### config.mk
export PLATFORM = sky130hd
export DESIGN_NAME = tone_band_classifier
export DESIGN_NICKNAME = d
export VERILOG_FILES = /design/src/rtl/tbc_pkg.sv /design/src/rtl/tbc_window_timer.sv /design/src/rtl/tbc_edge_counter.sv /design/src/rtl/tbc_band_latch.sv /design/src/rtl/tone_band_classifier.sv
export SDC_FILE = /design/constraint.sdc
export NUM_CORES = 1
export LEC_CHECK = 0
export ABC_AREA = 1
export BUFFER_PORTS_ARGS = -buffer_cell sky130_fd_sc_hd__buf_4
export CORE_MARGIN = 1
export CORE_UTILIZATION = 35
export CTS_CLUSTER_DIAMETER = 50
export DETAILED_ROUTE_END_ITERATION = 8
export SYNTH_ARGS = -nofsm -noshare
export SYNTH_HDL_FRONTEND = slang
export SYNTH_SLANG_ARGS = --single-unit
### constraint.sdc
create_clock -name clk_i -period 3.8 [get_ports clk_i]
set_clock_uncertainty 0.2 [all_clocks]
set_input_delay 0.19 -clock clk_i [delete_from_list [all_inputs] [get_ports clk_i]]
set_output_delay 0.19 -clock clk_i [all_outputs]
set_load 0.1 [all_outputs]
### src/rtl/tbc_pkg.sv
package tbc_pkg;
  typedef enum logic {
    BAND_LO = 1'b0,
    BAND_HI = 1'b1
  } band_e;
endpackage

### src/rtl/tbc_window_timer.sv
module tbc_window_timer #(
  parameter int unsigned WIN_CYCLES = 35078,
  localparam int unsigned CW = $clog2(WIN_CYCLES)
) (
  input  logic clk_i,
  input  logic rst_ni,
  input  logic en_i,
  output logic win_end_o
);
  logic [CW-1:0] cnt_q;
  localparam logic [CW-1:0] LAST = CW'(WIN_CYCLES - 1);

  always_ff @(posedge clk_i or negedge rst_ni) begin
    if (!rst_ni)              cnt_q <= '0;
    else if (!en_i)           cnt_q <= '0;
    else if (cnt_q == LAST)   cnt_q <= '0;
    else                      cnt_q <= cnt_q + 1'b1;
  end

  assign win_end_o = en_i && (cnt_q == LAST);

  assert_timer_held_R8: assert property (@(posedge clk_i) disable iff (!rst_ni)
    !en_i |=> (cnt_q == '0));
  assert_timer_in_range_R2: assert property (@(posedge clk_i) disable iff (!rst_ni)
    cnt_q <= LAST);
endmodule

### src/rtl/tbc_edge_counter.sv
module tbc_edge_counter #(
  parameter int unsigned HI_MAX_EDGES = 21,
  localparam int unsigned EW = $clog2(HI_MAX_EDGES + 2)
) (
  input  logic          clk_i,
  input  logic          rst_ni,
  input  logic          tone_i,
  input  logic          en_i,
  input  logic          win_end_i,
  output logic [EW:0]   total_o
);
  localparam logic [EW-1:0] SAT = '1;

  logic [2:0]    sync_q;
  logic          rise;
  logic [EW-1:0] cnt_q;

  always_ff @(posedge clk_i or negedge rst_ni) begin
    if (!rst_ni) sync_q <= '0;
    else         sync_q <= {sync_q[1:0], tone_i};
  end

  assign rise = sync_q[1] & ~sync_q[2];

  always_ff @(posedge clk_i or negedge rst_ni) begin
    if (!rst_ni)                 cnt_q <= '0;
    else if (!en_i || win_end_i) cnt_q <= '0;
    else if (rise && cnt_q != SAT) cnt_q <= cnt_q + 1'b1;
  end

  // edge arriving on the closing cycle still belongs to this window
  assign total_o = en_i ? ({1'b0, cnt_q} + {{EW{1'b0}}, rise}) : '0;

  assert_count_held_R8: assert property (@(posedge clk_i) disable iff (!rst_ni)
    !en_i |=> (cnt_q == '0));
  assert_count_restart_R2: assert property (@(posedge clk_i) disable iff (!rst_ni)
    win_end_i |=> (cnt_q == '0));
endmodule

### src/rtl/tbc_band_latch.sv
module tbc_band_latch
  import tbc_pkg::*;
#(
  parameter int unsigned LO_MIN_EDGES = 3,
  parameter int unsigned LO_MAX_EDGES = 6,
  parameter int unsigned HI_MIN_EDGES = 9,
  parameter int unsigned HI_MAX_EDGES = 21,
  localparam int unsigned EW = $clog2(HI_MAX_EDGES + 2)
) (
  input  logic        clk_i,
  input  logic        rst_ni,
  input  logic        win_end_i,
  input  logic [EW:0] total_i,
  output band_e       band_o,
  output logic        valid_o,
  output logic        chg_o
);
  logic  lo_ev, hi_ev;
  band_e band_q;
  logic  valid_q, chg_q;

  assign lo_ev = (32'(total_i) >= LO_MIN_EDGES) && (32'(total_i) <= LO_MAX_EDGES);
  assign hi_ev = (32'(total_i) >= HI_MIN_EDGES) && (32'(total_i) <= HI_MAX_EDGES);

  always_ff @(posedge clk_i or negedge rst_ni) begin
    if (!rst_ni) begin
      band_q  <= BAND_LO;
      valid_q <= 1'b0;
      chg_q   <= 1'b0;
    end else begin
      chg_q <= 1'b0;
      if (win_end_i) begin
        if (hi_ev) band_q <= BAND_HI;
        else if (lo_ev) band_q <= BAND_LO;
        if (lo_ev || hi_ev) valid_q <= 1'b1;
        chg_q <= (hi_ev && band_q == BAND_LO) || (lo_ev && band_q == BAND_HI);
      end
    end
  end

  assign band_o  = band_q;
  assign valid_o = valid_q;
  assign chg_o   = chg_q;

  assert_pulse_single_R7: assert property (@(posedge clk_i) disable iff (!rst_ni)
    chg_q |=> !chg_q);
  assert_pulse_on_toggle_R7: assert property (@(posedge clk_i) disable iff (!rst_ni)
    (band_q != $past(band_q)) |-> chg_q);
  assert_band_at_boundary_R9: assert property (@(posedge clk_i) disable iff (!rst_ni)
    (band_q != $past(band_q)) |-> $past(win_end_i));
  assert_valid_sticky_R3: assert property (@(posedge clk_i) disable iff (!rst_ni)
    valid_q |=> valid_q);
endmodule

### src/rtl/tone_band_classifier.sv
module tone_band_classifier
  import tbc_pkg::*;
#(
  parameter int unsigned WIN_CYCLES   = 35078,
  parameter int unsigned LO_MIN_EDGES = 3,
  parameter int unsigned LO_MAX_EDGES = 6,
  parameter int unsigned HI_MIN_EDGES = 9,
  parameter int unsigned HI_MAX_EDGES = 21
) (
  input  logic clk_i,
  input  logic rst_ni,
  input  logic tone_i,
  input  logic en_i,
  output logic band_o,
  output logic band_valid_o,
  output logic band_chg_o
);
  localparam int unsigned EW = $clog2(HI_MAX_EDGES + 2);

  logic        win_end;
  logic [EW:0] total;
  band_e       band;

  tbc_window_timer #(.WIN_CYCLES(WIN_CYCLES)) u_timer (
    .clk_i, .rst_ni, .en_i, .win_end_o(win_end)
  );

  tbc_edge_counter #(.HI_MAX_EDGES(HI_MAX_EDGES)) u_edges (
    .clk_i, .rst_ni, .tone_i, .en_i, .win_end_i(win_end), .total_o(total)
  );

  tbc_band_latch #(
    .LO_MIN_EDGES(LO_MIN_EDGES), .LO_MAX_EDGES(LO_MAX_EDGES),
    .HI_MIN_EDGES(HI_MIN_EDGES), .HI_MAX_EDGES(HI_MAX_EDGES)
  ) u_latch (
    .clk_i, .rst_ni, .win_end_i(win_end), .total_i(total),
    .band_o(band), .valid_o(band_valid_o), .chg_o(band_chg_o)
  );

  assign band_o = band;

  initial begin
    assert_bands_ordered_R5: assert (LO_MIN_EDGES <= LO_MAX_EDGES &&
                                     LO_MAX_EDGES < HI_MIN_EDGES &&
                                     HI_MIN_EDGES <= HI_MAX_EDGES);
  end
endmodule

==> run_results.csv, run 1 <==
group,metric,value,unit
run_status,status,"completed",
power_and_ir_drop,p_comb_share,6.9,%
grt,grt_pass1_vias,1277,
synth,avgSynthCellArea,7.79,sq um
floorplanning,coreArea,0.00441,sq mm
synth,yosysSeqAreaShare,41.5,%
sta,fin_crit_sh,53.6,%
critical_path,reg2reg_from,"u_edges.sync_q[1]",
grt,grtUsageTotal,14.5,%
critical_path,critPathKind,"flop to flop",
sta,layout_setup_ws,1.76,ns
synth,synth_cells,209,
routing,drt_iter0_drc,40,
final_layout,multiInputGateArea,836,sq um
run,cap_violations,0,
synth,synth.distinct_cells,28,
power_and_ir_drop,p_int,0.379,mW
clocking,root_buffer,"clkbuf_8",
sta,final.min_clock_period,2.04,ns
clocking,clk_pin_slew,0.09,ns
final_layout,mostFrequentLayoutCells,"nand2_1 (43), nor2_1 (31), dfrtp_1 (27)",
placed_design,place_congestion,0.806,
power_and_ir_drop,pwr-share-seq,60.8,%
routing,via_count,1331,
clocking,postCtsHoldBufs,2,
routing,vias_per_cell,4.95,
power_and_ir_drop,ir_worst_vdd,0.266,mV
power_and_ir_drop,p_switching,0.111,mW
clocking,insertion_delay,0.27,ns
synth,synth_area,0.00163,sq mm
floorplanning,floorplan.die_area,0.00493,sq mm
sta,setup_violations,0,
clocking,cts_resized,0,
sta,slew_violations,0,
clocking,cts_num_sinks,27,
placed_design,pre_cts_slack,1.77,ns
floorplanning,fp.dieH,70.2,microns
routing,drc,0,
grt,grt_pass1_wl,5800,microns
critical_path,timing.rr.end,"u_latch.band_o",
critical_path,cp-start-kind,"flop",
final_layout,fillers,453,
routing,wire_per_inst,11.9,microns
sta,grt_setup_unrepaired,"false",
routing,firstDrtPassIters,4,
synth,synth_top_area_cell,"dfrtp_1",
critical_path,reg2reg_slack,1.76,ns
final_layout,antenna_cells,0,
final_layout,fin_nets,228,
floorplanning,initial_core_util,36.9,%
floorplanning,die-width,70.2,microns
power_and_ir_drop,swShare,22.7,%
clocking,post_cts_buffers,0,
min_path,min_from,"en_i",
min_path,min_path_type,"input pin to flop",
sta,hold_slack,0.0243,ns
routing,routed_wl,3200,microns
power_and_ir_drop,p_clk_share,32.3,%
final_layout,syn_to_final_growth,9.38,%
sta,fin_setup_tns,0,ns
placed_design,port_buffers,6,
clocking,cts_buffer_depth,2,
power_and_ir_drop,powerDensity,275,mW/mm^2
min_path,hold_depth,3,
grt,antenna_found_initial,0,
clocking,cts_tree,"yes",
synth,synth_top_area_share,41.5,%
synth,synth_seq_cells,27,
final_layout,drive_above_1_share,13.4,%
clocking,h-tree-depth,1,
sta,slew_headroom,65.7,%
sta,fmax,491,MHz
floorplanning,io_pins,7,
final_layout,mostFrequentLayoutCell,"nand2_1",
grt,grt_start_max_net_pins,28,
synth,synth_warnings,0,
synth,synth_nets,219,
sta,tightest_slew,0.513,ns
critical_path,cp.arrival,2.05,ns
critical_path,r2r_cells,12,
power_and_ir_drop,power_leakage,0.822,nW
grt,grt_remaining_overflow,0,
critical_path,crit_fanout,4,
synth,ys_top_cells_by_area,"dfrtp_1 (42%), nand2_1 (9.9%), nor2_1 (7.1%), nand4_1 (5.0%), ha_1 (4.6%)",
final_layout,seq_area,676,sq um
critical_path,critPathCaptureType,"flop",
clocking,cts_made_buffers,3,
sta,hold_viol,0,
routing,drtAntennaViolNets,0,
critical_path,cp_data_required_time,3.81,ns
floorplanning,rows,24,
placed_design,dp_hpwl,2370,microns
min_path,holdPathEnd,"u_timer.cnt_q[4]",
==> Yosys cell counts (all sizes together) <==
master / number
and3: 1
or2: 2
ha: 6
dfrtp: 27
buf: 4
nand2: 45
nand4: 13
nor3b: 4
nor3: 11
nand3b: 1
xnor2: 1
o22ai: 1
xor2: 5
nand3: 14
nor2: 37
a21oi: 9
inv: 24
clkinv: 1
nor4: 3
==> power by group through the flow <==
stage	clock network (mW)	registers, mW	logic, mW
after floorplan	0	0.302	0.0208
after CTS	0.169	0.298	0.0344
after global routing	0.177	0.299	0.0394
final	0.158	0.298	0.0336
after global placement	0	0.304	0.0323
after detailed placement	0	0.304	0.0328
==> kinds of logic after synthesis <==
kind of cell    Yosys count  synth area share [%]
fa+ha+maj                 6                  4.61
flops                    27                  41.5
simple gates            131                  40.4
compound gates           10                  3.15
xor+xnor                  6                  3.23
buf+inv                  29                  7.15
==> metrics by stage <==
stage / total power, mW / cells / util, % / area (sq um)
detailed placement: 0.336 / 263 / 38.9 / 1720
finish: 0.490 / 269 / 40.3 / 1780
floorplan: 0.323 / 209 / - / 1630
global route: 0.515 / 269 / 40.3 / 1780
CTS: 0.501 / 269 / 40.3 / 1780
global placement: 0.336 / 263 / 38.9 / 1720
==> sequential cells by signal, summed over array words and instances (netlist names) <==
| signal | count |
|---|---|
| u_edges.cnt_q | 5 |
| u_edges.sync_q | 3 |
| u_latch.band_o | 1 |
| u_latch.chg_o | 1 |
| u_latch.valid_o | 1 |
| u_timer.cnt_q | 16 |
==> final cells by class <==
type | instances | area share (%)
Clock buffer | 4 | 2.53
Inverter | 25 | 5.27
Multi-Input combinational cell | 153 | 46.9
Sequential cell | 27 | 37.9
Tap cell | 52 | 3.65
Timing Repair Buffer | 8 | 3.65
==> worst max-delay path by stage <==
stage	start	end	slack [ns]	cells past startpoint
after floorplan	u_edges.sync_q[1]	u_latch.chg_o	1.96	13
after global placement	u_edges.sync_q[2]	u_latch.band_o	1.82	11
after detailed placement	u_edges.sync_q[1]	u_latch.valid_o	1.77	12
after CTS	u_edges.sync_q[1]	u_latch.band_o	1.76	12
after global routing	u_edges.sync_q[1]	u_latch.band_o	1.53	12
final	u_edges.sync_q[1]	u_latch.band_o	1.76	12
==> per-layer routing <==
metal	up-vias	track usage (%)	share of wire [%]
met1	610	21.3	54
met4	0	3.33	0.97
met3	2	2.60	2.1
met2	15	22.2	43
met5	-	0	0
li1	704	-	-
==> worst max-delay path: stages (launching register included) <==
cell	delay (ns)
dfrtp_1	0.34
inv_1	0.04
nor2_1	0.13
ha_1	0.23
ha_1	0.25
nand3_1	0.09
nand2_1	0.08
nand3_1	0.12
nand2_1	0.12
nand3_1	0.07
nor2_1	0.13
nand2_1	0.09
nand2_1	0.07
No activity file was read; power rests on OpenSTA's default activity.
==> inputs of run 2 (changes only) <==
clock period = 1.77 ns   (was 3.8 ns; I/O delays follow)
==> run 2 against run 1 <==
  * The flow now finishes with violations (setup timing)
  * Sequential share of layout area fell by 6.4 points
  * First-iteration DRC count rose to 2.9 times the previous value
  * Via count rose by 8.8%
  * Die area did not move
  * Worst hold slack got worse by 0.0038 ns
  * Total power rose by 130%
  * Core utilization rose by 8.2 points
  * Critical path depth fell by 1
  * Final cell count rose by 6.3%
==> run_results.csv, run 2 (synthesis results as in run 1) <==
group,metric,value,unit
floorplanning,floorplan.die_area,0.00493,sq mm
critical_path,critPathKind,"flop to flop",
power_and_ir_drop,ir_worst_vdd,0.371,mV
sta,slew_headroom,76.4,%
sta,fin_crit_sh,107,%
min_path,min_from,"en_i",
clocking,cts_num_sinks,27,
grt,grt_pass1_wl,6200,microns
final_layout,fin_nets,245,
power_and_ir_drop,power.total,1.14,mW
power_and_ir_drop,power_leakage,0.931,nW
min_path,hold_depth,5,
final_layout,drive_above_1_share,34.6,%
grt,grt_start_max_net_pins,28,
routing,wire_per_inst,12.9,microns
critical_path,crit_fanout,3,
critical_path,critPathCaptureType,"flop",
critical_path,reg2reg_from,"u_edges.sync_q[2]",
routing,firstDrtPassIters,4,
final_layout,mostFrequentLayoutCell,"nand2_1",
floorplanning,initial_core_util,36.9,%
placed_design,place_congestion,0.851,
sta,hold_slack,0.0205,ns
power_and_ir_drop,powerDensity,532,mW/mm^2
floorplanning,coreArea,0.00441,sq mm
floorplanning,fp.dieH,70.2,microns
routing,routed_wl,3680,microns
critical_path,r2r_cells,11,
floorplanning,io_pins,7,
sta,tightest_slew,0.354,ns
sta,hold_viol,0,
grt,antenna_found_initial,0,
sta,grt_setup_unrepaired,"true",
critical_path,crit_path_start,"u_edges.sync_q[2]",
min_path,min_path_type,"input pin to flop",
floorplanning,die-width,70.2,microns
placed_design,dp_hpwl,2420,microns
placed_design,pre_cts_slack,-0.0964,ns
critical_path,cp-start-kind,"flop",
grt,grt_pass1_vias,1421,
clocking,clk_pin_slew,0.10,ns
routing,vias_per_cell,5.06,
sta,fmax,529,MHz
final_layout,reg.largest.list,"u_timer.cnt_q (16), u_edges.cnt_q (5), u_edges.sync_q (3)",
sta,fin_setup_tns,-0.350,ns
run_status,status,"finished with violations",
grt,grt_remaining_overflow,0,
clocking,cts_made_buffers,3,
routing,drt_iter0_drc,116,
final_layout,utilization,48.6,%
floorplanning,rows,24,
clocking,insertion_delay,0.29,ns
grt,grtUsageTotal,15.7,%
clocking,root_buffer,"clkbuf_8",
clocking,cts_tree,"yes",
run,cap_violations,0,
final_layout,syn_to_final_growth,31.7,%
routing,drtAntennaViolNets,0,
sta,setup_violations,3,
placed_design,port_buffers,6,
sta,slew_violations,0,
clocking,cts_buffer_depth,2,
critical_path,cp.arrival,1.87,ns
final_layout,largest_reg_flops,16,
clocking,h-tree-depth,1,
final_layout,largest_register,"u_timer.cnt_q",
routing,via_count,1448,
final_layout,antenna_cells,0,
final_layout,mostFrequentLayoutCells,"nand2_1 (33), dfrtp_1 (27), nor2_1 (24)",
sta,final.min_clock_period,1.89,ns
sta,layout_setup_ws,-0.120,ns
critical_path,cp_data_required_time,1.75,ns
routing,drc,0,
run_status,violations,"setup timing",
-- run 2: cell count changes in the layout (fill, tap and decap cells not counted), sizes merged --
cell and delta:
clkinvlp +1, buf +16, clkbuf -1, dlygate4sd3 +1
-- run 2: power breakdown --
group / internal, mW / leakage (nW) / switching [mW] / total (mW)
registers: 0.628 / 0.367 / 0.0112 / 0.639
clock network: 0.161 / 0.0217 / 0.219 / 0.380
logic: 0.0532 / 0.543 / 0.0689 / 0.122
-- run 2: critical path, stage by stage (launching register included) --
cell	delay, ns
dfrtp_1	0.39
nor2_2	0.14
ha_2	0.22
ha_4	0.22
nand2_4	0.08
nand2_1	0.06
nor2_1	0.15
nand2_2	0.08
nand3_2	0.09
nor2_4	0.04
nor2_2	0.09
nor2_1	0.04
-- run 2: area by class of cell --
class	count	area, sq um
clock buffer	3	41.3
clock inverter	1	7.51
fill	413	2270
inverter	25	98.8
multi-input combinational	153	1050
sequential	27	676
tap	52	65.1
timing repair buffer	25	206
-- run 2: timing repair --
| action | in CTS | in global routing |
|---|---|---|
| gates resized for setup | 19 | 32 |
| buffers inserted | 3 | 2 |
| pin swaps | 22 | 15 |
| endpoints found under the setup margin | 6 | 16 |
| hold buffers | 3 | 0 |
| endpoints found under the hold margin | 29 | 0 |
-- run 2: per-layer routing --
layer / share of wire (%) / GRT usage, %
met5: 0 / 0
met4: 1.3 / 4.89
met3: 2.6 / 3.90
met2: 51 / 26.4
met1: 45 / 19.7
-- run 2: metrics by stage --
step / std cells / cell area, sq um
2_1_floorplan: 209 / 1650
3_3_place_gp: 274 / 1820
3_5_place_dp: 274 / 1820
4_1_cts: 284 / 1990
5_1_grt: 286 / 2140
6_report: 286 / 2140
-- run 2: final timing paths --
check | to | slack [ns]
hold / removal | u_latch.chg_o | 0.02
min in group asynchronous | u_timer.cnt_q[0] | 0.04
hold reg to reg | u_edges.sync_q[1] | 0.17
setup / recovery | u_latch.chg_o | -0.12
max in group asynchronous | u_latch.band_o | 1.06
setup reg to reg | u_latch.chg_o | -0.12
